--- config.mk ---
export PLATFORM = sky130hd
export DESIGN_NAME = byte_shift_unit
export DESIGN_NICKNAME = d
export VERILOG_FILES = /design/src/rtl/shift_pkg.sv /design/src/rtl/shift_amount_decode.sv /design/src/rtl/shift_core.sv /design/src/rtl/shift_flag_gen.sv /design/src/rtl/byte_shift_unit.sv
export SDC_FILE = /design/constraint.sdc
export NUM_CORES = 1
export LEC_CHECK = 0
export ABC_AREA = 1
export CAP_MARGIN = 15
export CORE_ASPECT_RATIO = 1.2
export CORE_MARGIN = 1
export CORE_UTILIZATION = 51
export CTS_BUF_LIST = sky130_fd_sc_hd__clkbuf_4 sky130_fd_sc_hd__clkbuf_8 sky130_fd_sc_hd__clkbuf_16
export DETAILED_ROUTE_END_ITERATION = 10
export GPL_TIMING_DRIVEN = 0
export PLACE_DENSITY = 0.86
export SYNTH_ARGS = -nofsm -noshare
export SYNTH_HDL_FRONTEND = slang
export SYNTH_SLANG_ARGS = --single-unit
--- constraint.sdc ---
create_clock -name clk -period 0.9 [get_ports clk]
set_input_delay 0.18 -clock clk [delete_from_list [all_inputs] [get_ports clk]]
set_output_delay 0.18 -clock clk [all_outputs]
set_load 0.02 [all_outputs]
--- src/rtl/shift_pkg.sv ---
package shift_pkg;

    typedef enum logic {
        DIR_LEFT  = 1'b0,
        DIR_RIGHT = 1'b1
    } shift_dir_e;

    typedef struct packed {
        logic cf;
        logic of;
        logic sf;
        logic zf;
    } flag_set_t;

    function automatic logic [8:0] flip9(input logic [8:0] v);
        logic [8:0] r;
        for (int i = 0; i < 9; i++) begin
            r[i] = v[8 - i];
        end
        return r;
    endfunction

endpackage

--- src/rtl/shift_amount_decode.sv ---
module shift_amount_decode #(
    parameter int CNT_W  = 8,
    parameter int MASK_W = 5,
    parameter int DATA_W = 8
) (
    input  logic              count_sel_i,
    input  logic [CNT_W-1:0]  count_i,
    output logic [MASK_W-1:0] amount_o,
    output logic              is_zero_o,
    output logic              is_one_o,
    output logic              is_full_o,
    output logic              is_over_o,
    output logic              hi_bits_o
);
    localparam logic [MASK_W-1:0] ONE_AMT  = MASK_W'(1);
    localparam logic [MASK_W-1:0] FULL_AMT = MASK_W'(DATA_W);

    always_comb begin
        amount_o  = count_sel_i ? count_i[MASK_W-1:0] : ONE_AMT;
        is_zero_o = (amount_o == '0);
        is_one_o  = (amount_o == ONE_AMT);
        is_full_o = (amount_o == FULL_AMT);
        is_over_o = (amount_o > FULL_AMT);
        hi_bits_o = count_sel_i && (|count_i[CNT_W-1:MASK_W]);
    end

endmodule

--- src/rtl/shift_core.sv ---
module shift_core
    import shift_pkg::*;
#(
    parameter int DATA_W = 8,
    parameter int MASK_W = 5
) (
    input  shift_dir_e        dir_i,
    input  logic [DATA_W-1:0] operand_i,
    input  logic [MASK_W-1:0] amount_i,
    input  logic              is_over_i,
    output logic [DATA_W-1:0] result_o,
    output logic              carry_o
);
    localparam int EXT_W  = DATA_W + 1;
    localparam int STAGES = $clog2(EXT_W);

    logic [EXT_W-1:0] stg [0:STAGES];
    logic [EXT_W-1:0] shifted;

    // Right shifts run through the same left shifter on a bit-reversed word
    always_comb begin
        if (dir_i == DIR_LEFT) begin
            stg[0] = {1'b0, operand_i};
        end else begin
            stg[0] = flip9({operand_i, 1'b0});
        end
    end

    for (genvar g = 0; g < STAGES; g++) begin : g_stage
        always_comb begin
            stg[g+1] = amount_i[g] ? (stg[g] << (1 << g)) : stg[g];
        end
    end

    always_comb begin
        shifted = stg[STAGES];
        if (is_over_i) begin
            result_o = '0;
            carry_o  = 1'b0;
        end else if (dir_i == DIR_LEFT) begin
            result_o = shifted[DATA_W-1:0];
            carry_o  = shifted[DATA_W];
        end else begin
            result_o = flip9(shifted) >> 1;
            carry_o  = shifted[DATA_W];
        end
    end

endmodule

--- src/rtl/shift_flag_gen.sv ---
module shift_flag_gen
    import shift_pkg::*;
#(
    parameter int DATA_W = 8
) (
    input  shift_dir_e        dir_i,
    input  logic              operand_msb_i,
    input  logic [DATA_W-1:0] result_i,
    input  logic              carry_i,
    input  logic              is_zero_i,
    input  logic              is_one_i,
    output flag_set_t         value_o,
    output flag_set_t         wen_o
);
    always_comb begin
        wen_o.cf = !is_zero_i;
        wen_o.sf = !is_zero_i;
        wen_o.zf = !is_zero_i;
        wen_o.of = is_one_i;

        value_o.cf = wen_o.cf && carry_i;
        value_o.sf = wen_o.sf && result_i[DATA_W-1];
        value_o.zf = wen_o.zf && (result_i == '0);
        if (dir_i == DIR_LEFT) begin
            value_o.of = wen_o.of && (result_i[DATA_W-1] ^ carry_i);
        end else begin
            value_o.of = wen_o.of && operand_msb_i;
        end
    end

endmodule

--- src/rtl/byte_shift_unit.sv ---
module byte_shift_unit
    import shift_pkg::*;
#(
    parameter int DATA_W = 8,
    parameter int CNT_W  = 8,
    parameter int MASK_W = 5
) (
    input  logic              clk,
    input  logic              rst_n,
    input  logic              start_i,
    input  logic              dir_i,
    input  logic              count_sel_i,
    input  logic [DATA_W-1:0] operand_i,
    input  logic [CNT_W-1:0]  count_i,
    output logic [DATA_W-1:0] result_o,
    output logic              done_o,
    output logic              cf_o,
    output logic              of_o,
    output logic              sf_o,
    output logic              zf_o,
    output logic              cf_we_o,
    output logic              of_we_o,
    output logic              sf_we_o,
    output logic              zf_we_o
);
    typedef struct packed {
        logic [DATA_W-1:0] result;
        flag_set_t         value;
        flag_set_t         wen;
        logic              done;
    } unit_state_t;

    shift_dir_e        dir;
    logic [MASK_W-1:0] amount;
    logic              is_zero, is_one, is_full, is_over, hi_bits;
    logic [DATA_W-1:0] core_result;
    logic              core_carry;
    flag_set_t         flag_value, flag_wen;
    unit_state_t       state_d, state_q;

    assign dir = shift_dir_e'(dir_i);

    shift_amount_decode #(
        .CNT_W (CNT_W),
        .MASK_W(MASK_W),
        .DATA_W(DATA_W)
    ) u_decode (
        .count_sel_i(count_sel_i),
        .count_i    (count_i),
        .amount_o   (amount),
        .is_zero_o  (is_zero),
        .is_one_o   (is_one),
        .is_full_o  (is_full),
        .is_over_o  (is_over),
        .hi_bits_o  (hi_bits)
    );

    shift_core #(
        .DATA_W(DATA_W),
        .MASK_W(MASK_W)
    ) u_core (
        .dir_i    (dir),
        .operand_i(operand_i),
        .amount_i (amount),
        .is_over_i(is_over),
        .result_o (core_result),
        .carry_o  (core_carry)
    );

    shift_flag_gen #(
        .DATA_W(DATA_W)
    ) u_flags (
        .dir_i        (dir),
        .operand_msb_i(operand_i[DATA_W-1]),
        .result_i     (core_result),
        .carry_i      (core_carry),
        .is_zero_i    (is_zero),
        .is_one_i     (is_one),
        .value_o      (flag_value),
        .wen_o        (flag_wen)
    );

    always_comb begin
        state_d       = state_q;
        state_d.done  = start_i;
        state_d.wen   = '0;
        state_d.value = '0;
        if (start_i) begin
            state_d.result = core_result;
            state_d.wen    = flag_wen;
            state_d.value  = flag_value;
        end
    end

    always_ff @(posedge clk or negedge rst_n) begin
        if (!rst_n) begin
            state_q <= '0;
        end else begin
            state_q <= state_d;
        end
    end

    assign result_o = state_q.result;
    assign done_o   = state_q.done;
    assign cf_o     = state_q.value.cf;
    assign of_o     = state_q.value.of;
    assign sf_o     = state_q.value.sf;
    assign zf_o     = state_q.value.zf;
    assign cf_we_o  = state_q.wen.cf;
    assign of_we_o  = state_q.wen.of;
    assign sf_we_o  = state_q.wen.sf;
    assign zf_we_o  = state_q.wen.zf;

    AST_DONE_FOLLOWS_START: assert property (@(posedge clk) disable iff (!rst_n)
        start_i |=> done_o);
    AST_DONE_NEEDS_START: assert property (@(posedge clk) disable iff (!rst_n)
        done_o |-> $past(start_i));
    AST_RESULT_HOLDS: assert property (@(posedge clk) disable iff (!rst_n)
        !start_i |=> $stable(result_o));
    AST_WE_ONLY_WITH_DONE: assert property (@(posedge clk) disable iff (!rst_n)
        (cf_we_o || of_we_o || sf_we_o || zf_we_o) |-> done_o);
    AST_OF_WE_COUNT_ONE: assert property (@(posedge clk) disable iff (!rst_n)
        of_we_o |-> $past(!count_sel_i || (count_i[MASK_W-1:0] == MASK_W'(1))));
    AST_HIGH_COUNT_BITS_IGNORED: assert property (@(posedge clk) disable iff (!rst_n)
        (done_o && $past(hi_bits && count_i[MASK_W-1:0] == '0)) |-> !cf_we_o);
    AST_ZERO_AMOUNT_PASSES: assert property (@(posedge clk) disable iff (!rst_n)
        (done_o && !cf_we_o) |-> (result_o == $past(operand_i)));
    AST_FULL_AMOUNT_ZERO: assert property (@(posedge clk) disable iff (!rst_n)
        (start_i && (is_full || is_over)) |=> (result_o == '0 && zf_o));
    AST_OVER_NO_CARRY: assert property (@(posedge clk) disable iff (!rst_n)
        (start_i && is_over) |=> !cf_o);
    AST_ZF_MATCHES: assert property (@(posedge clk) disable iff (!rst_n)
        zf_we_o |-> (zf_o == (result_o == '0)));
    AST_SF_MATCHES: assert property (@(posedge clk) disable iff (!rst_n)
        sf_we_o |-> (sf_o == result_o[DATA_W-1]));

endmodule

==> impl_metrics.env, run 1 <==
export IMPL_mappedNetlistArea_um2=1340
export IMPL_numClockSinks=15
export IMPL_portBuffers=32
export IMPL_routabilityCongestion=0.946
export IMPL_htreeDepth=1
export IMPL_yosysWarnings=0
export IMPL_crit_endpoint="of_o$_DFF_PN0_/D"
export IMPL_numCtsBuffers=3
export IMPL_worst_path_end_type="sequential cell input"
export IMPL_place_hpwl_um=2420
export IMPL_grt_max_degree=16
export IMPL_dieHeight_um=58.0
export IMPL_post_synth_inst_count=187
export IMPL_floorplan_rows=19
export IMPL_top_level_ports=38
export IMPL_clockRootBuffer="clkbuf_4"
export IMPL_synth_nets=208
export IMPL_netlist_cell_type_count=27
export IMPL_pre_cts_ws_ps=-932
export IMPL_outcome="did not finish"
export IMPL_flow_first_error="[ERROR DPL-0038] Utilization greater than 100%, impossible to legalize"
export IMPL_dieWidth_um=48.7
export IMPL_synth_seq_cells=15
export IMPL_clock_tree_buffer_depth=2
export IMPL_stop_stage="global routing (5_1_grt)"
export IMPL_initial_utilization_pct=56.2
export IMPL_sequential_to_total_area_share_from_yosys_stat_pct=28.1
export IMPL_post_synth_cell_area_avg_um2=7.14
[synth_stat cells]
| cell | count | area share (%) |
|---|---|---|
| a21oi_1 | 6 | 2.2 |
| a21oi_2 | 1 | 0.66 |
| buf_12 | 1 | 1.5 |
| buf_4 | 3 | 1.7 |
| buf_6 | 2 | 1.7 |
| buf_8 | 1 | 1.1 |
| clkbuf_1 | 1 | 0.28 |
| dfrtp_1 | 15 | 28 |
| inv_1 | 16 | 4.5 |
| inv_2 | 4 | 1.1 |
| inv_4 | 1 | 0.47 |
| inv_8 | 1 | 0.84 |
| nand2_1 | 54 | 15 |
| nand2_2 | 5 | 2.3 |
| nand2_4 | 5 | 4.2 |
| nand3_1 | 29 | 11 |
| nand3_2 | 14 | 10 |
| nand4_1 | 3 | 1.4 |
| nor2_1 | 7 | 2.0 |
| nor2_2 | 3 | 1.4 |
| nor2_8 | 1 | 1.5 |
| nor3_1 | 2 | 0.75 |
| o211ai_1 | 1 | 0.56 |
| o21ai_0 | 3 | 1.1 |
| o21ai_1 | 6 | 2.2 |
| o21ai_4 | 1 | 1.2 |
| or2_1 | 1 | 0.47 |
[per-stage QoR]
step                      instance area, um^2  std cells
after floorplan                          1420        187
after global placement                   1770        250
after CTS                                2120        268
after detailed placement                 1770        250
[what timing repair did]
item	4_1_cts
setup buffers	13
gates resized for setup	196
setup endpoints to repair	31
pin swaps	44
hold buffers	0
gates cloned	1
hold endpoints to repair	0
[kinds of logic after synthesis]
| family | synth area share, % |
|---|---|
| AOI/OAI and AO/OA | 8.06 |
| buffers and inverters | 13.2 |
| DFF | 28.1 |
| and+or+nand+nor | 50.6 |
==> inputs of run 2 (changes only) <==
--- a/config.mk
+++ b/config.mk
@@ -7,13 +7,11 @@
 export LEC_CHECK = 0
 export ABC_AREA = 1
 export CAP_MARGIN = 15
-export CORE_ASPECT_RATIO = 1.2
-export CORE_MARGIN = 1
-export CORE_UTILIZATION = 51
-export CTS_BUF_LIST = sky130_fd_sc_hd__clkbuf_4 sky130_fd_sc_hd__clkbuf_8 sky130_fd_sc_hd__clkbuf_16
+export CORE_AREA = 2 2 63 65
 export DETAILED_ROUTE_END_ITERATION = 10
+export DIE_AREA = 0 0 65 67
 export GPL_TIMING_DRIVEN = 0
-export PLACE_DENSITY = 0.86
+export PLACE_DENSITY_LB_ADDON = 0.15
 export SYNTH_ARGS = -nofsm -noshare
 export SYNTH_HDL_FRONTEND = slang
 export SYNTH_SLANG_ARGS = --single-unit
==> run 2 against run 1 <==
  * The flow now finishes, with violations (negative setup slack)
  * Synthesized area unchanged
  * Synthesized cell count stayed put
==> impl_metrics.env, run 2 <==
export IMPL_grt_max_degree=16
export IMPL_layout_commonest_cell="nand2_2"
export IMPL_final_util_pct=68.7
export IMPL_initial_utilization_pct=37.0
export IMPL_cellInternalPower_mw=1.65
export IMPL_hold_viol_final=0
export IMPL_numClockSinks=15
export IMPL_synth_top_cells_by_count="nand2_1 (54), nand3_1 (29), inv_1 (16)"
export IMPL_vias_per_cell=4.94
export IMPL_cp_max_fo=7
export IMPL_drive_above_1_share_pct=67.6
export IMPL_netlist_cell_type_count=27
export IMPL_switching_share_pct=36.5
export IMPL_synth_nets=208
export IMPL_place_hpwl_um=2480
export IMPL_clkSlewWorstSetupHoldPaths_ps=60
export IMPL_timing_max_transition_violations_final=0
export IMPL_outcome="complete, but fails checks"
export IMPL_grt_remaining_overflow=0
export IMPL_tightest_slew_ps=611
export IMPL_routabilityCongestion=0.837
export IMPL_post_synth_cell_area_avg_um2=7.14
export IMPL_synth_edf_count=0
export IMPL_maxCapViolCount=0
export IMPL_path_common_cell="nand2_1"
export IMPL_drc_violations_left=0
export IMPL_clock_tree_buffer_depth=2
export IMPL_vdd_drop_max_mv=0.451
export IMPL_post_synth_top_count_cell="nand2_1"
export IMPL_layout_min_cycle_time_ps=1250
export IMPL_finalCritPeriodShare_pct=139
export IMPL_design_die_area_um2=4360
export IMPL_tritoncts="built"
export IMPL_rsz_0062_raised_after_global_routing="yes"
export IMPL_wl_um=3990
export IMPL_leakage_power_figure_nw=1.20
export IMPL_post_synth_inst_count=187
export IMPL_post_drt_wl_per_cell_um=13.3
export IMPL_start_kind="input pin"
export IMPL_largest_register_ffs=8
export IMPL_netlist_top_cell_by_area="dfrtp_1"
export IMPL_first_global_vias=1363
export IMPL_synth_top_area_share_pct=28.1
export IMPL_report_final_setup_viol=31
export IMPL_slew_headroom_pct=59.1
export IMPL_pwr_share_clk_pct=20.3
export IMPL_leading_cell_types_in_the_layout_fill_and_taps_excluded="nand2_2 (28), nand2_1 (25), buf_6 (25)"
export IMPL_pre_cts_ws_ps=-984
export IMPL_dieHeight_um=67
export IMPL_floorplan_rows=22
export IMPL_holdBufCountCts=0
export IMPL_violations_in_the_final_reports="negative setup slack"
export IMPL_number_of_antenna_violations_at_the_first_check_in_global_routing=0
export IMPL_postRouteAntennaNets=0
export IMPL_cp_num_buf_inv=2
export IMPL_grt_pass1_wl_um=6110
export IMPL_nNetsFinal=275
export IMPL_timing_critical_path_cells="buf_16 -> inv_8 -> nor2_8 -> nand3_4 -> nand2_2 -> nand2_1 -> o211ai_1 -> nand2_1 -> nand4_1 -> nor2_1"
export IMPL_min_path_type="in2reg"
export IMPL_timing_critical_path_slowest_stage_cell="nor2_8"
export IMPL_top_level_ports=38
export IMPL_timing_clock_skew_ps=0
export IMPL_groute_usage_overall_pct=17.9
export IMPL_num_vias=1488
export IMPL_netSwitchingPower_mw=0.944
export IMPL_synth_main_ff_cell="dfrtp_1"
export IMPL_dieWidth_um=65
export IMPL_flow_area_growth_from_synthesis_pct=85.6
export IMPL_antennaDiodeCount=0
export IMPL_ys_top_cells_by_area="dfrtp_1 (28%), nand2_1 (15%), nand3_1 (11%), nand3_2 (10%), inv_1 (4.5%)"
export IMPL_required_ps=1040
export IMPL_clk_insertion_delay_late_ps=240
export IMPL_power_combinational_fraction_pct=50.1
export IMPL_power_share_sequential_pct=29.6
export IMPL_slowest_delay_ps=240
export IMPL_dr_pass1_iters=4
export IMPL_sort_of_element_at_the_end_of_the_critical_path="register"
export IMPL_async_flop_share_pct=100
export IMPL_mappedNetlistArea_um2=1340
export IMPL_core_area_um2=3610
export IMPL_worstPathArrival_ps=1390
export IMPL_worst_slack_ps=-349
export IMPL_drt_initial_drc_count=35
export IMPL_max_freq_ghz=0.801
export IMPL_numCtsBuffers=3
export IMPL_htreeDepth=1
export IMPL_synth_seq_cells=15
export IMPL_power_density_cell_area_nw_per_um2=1050
export IMPL_clockRootBuffer="clkbuf_8"
export IMPL_crit_type="in2reg"
export IMPL_cp_top_family="simple AND/OR/NAND/NOR gates"
export IMPL_finalHoldWorstSlack_ps=204
export IMPL_sequential_to_total_area_share_from_yosys_stat_pct=28.1
export IMPL_yosysWarnings=0
export IMPL_portBuffers=32
run 2: cell counts after synthesis:
No cell type changed its count.
run 2: metrics by stage:
step / std cells / instance area [um^2] / power [mW] / setup TNS [ps]
2_1_floorplan: 187 / 1420 / 1.35 / -2720
3_3_place_gp: 267 / 1800 / 1.65 / -16680
3_5_place_dp: 267 / 1800 / 1.65 / -16940
4_1_cts: 292 / 2220 / 2.39 / -3190
5_1_grt: 301 / 2480 / 2.74 / -5260
6_report: 301 / 2480 / 2.59 / -3840
run 2: cell type report:
cell class | instances | area (um^2)
buffer | 8 | 120
clock buffer | 4 | 45.0
fill | 295 | 1130
inverter | 22 | 113
multi-input combinational | 142 | 1160
sequential | 15 | 375
tap | 48 | 60.1
timing repair buffer | 62 | 601
run 2: tightest hold or removal path, delay by kind of cell:
kind / cells / cell delay (ps)
AO/OA/AOI/OAI: 1 / 50
buffers and inverters: 1 / 90
AND/OR/NAND/NOR: 1 / 80
run 2: logic make-up (layout without fill, tap and decap cells):
logic type | Yosys count | count (layout) | share of synthesized area [%]
AND/OR/NAND/NOR | 124 | 124 | 50.6
buffers and inverters | 30 | 96 | 13.2
AO/OA/AOI/OAI | 18 | 18 | 8.06
flip-flops | 15 | 15 | 28.1
run 2: final timing paths:
| path | to | depth (start not counted) | startpoint | slack [ps] |
|---|---|---|---|---|
| hold / removal | of_o | 3 | operand_i[7] | 200 |
| hold reg to reg | result_o[2] | 2 | result_o[2] | 520 |
| max in group asynchronous | sf_o | 1 | rst_n | 190 |
| setup / recovery | zf_o | 10 | count_sel_i | -350 |
| min in group asynchronous | result_o[6] | 1 | rst_n | 320 |
| setup reg to reg | result_o[4] | 4 | result_o[4] | 50 |
run 2: timing repair:
action / CTS / global route
gates resized for setup: 184 / 52
pin swaps: 34 / 28
cloned: 2 / 0
buffers inserted: 20 / 9
setup endpoints to repair: 31 / 31
run 2: metal layers:
layer	vias up	track usage (%)	share of wire, %
met3	17	1.01	2.9
met1	686	21.5	38
met5	-	0	0
met2	39	34.0	56
li1	746	-	-
met4	0	5.59	3.8
run 2: power groups by stage:
stage / logic [mW] / registers, mW / clock network (mW)
floorplan: 0.504 / 0.841 / 0
global placement: 0.883 / 0.765 / 0
detailed placement: 0.886 / 0.768 / 0
CTS: 1.09 / 0.768 / 0.525
global route: 1.39 / 0.772 / 0.578
finish: 1.30 / 0.768 / 0.526
No activity file was read; power rests on OpenSTA's default activity.
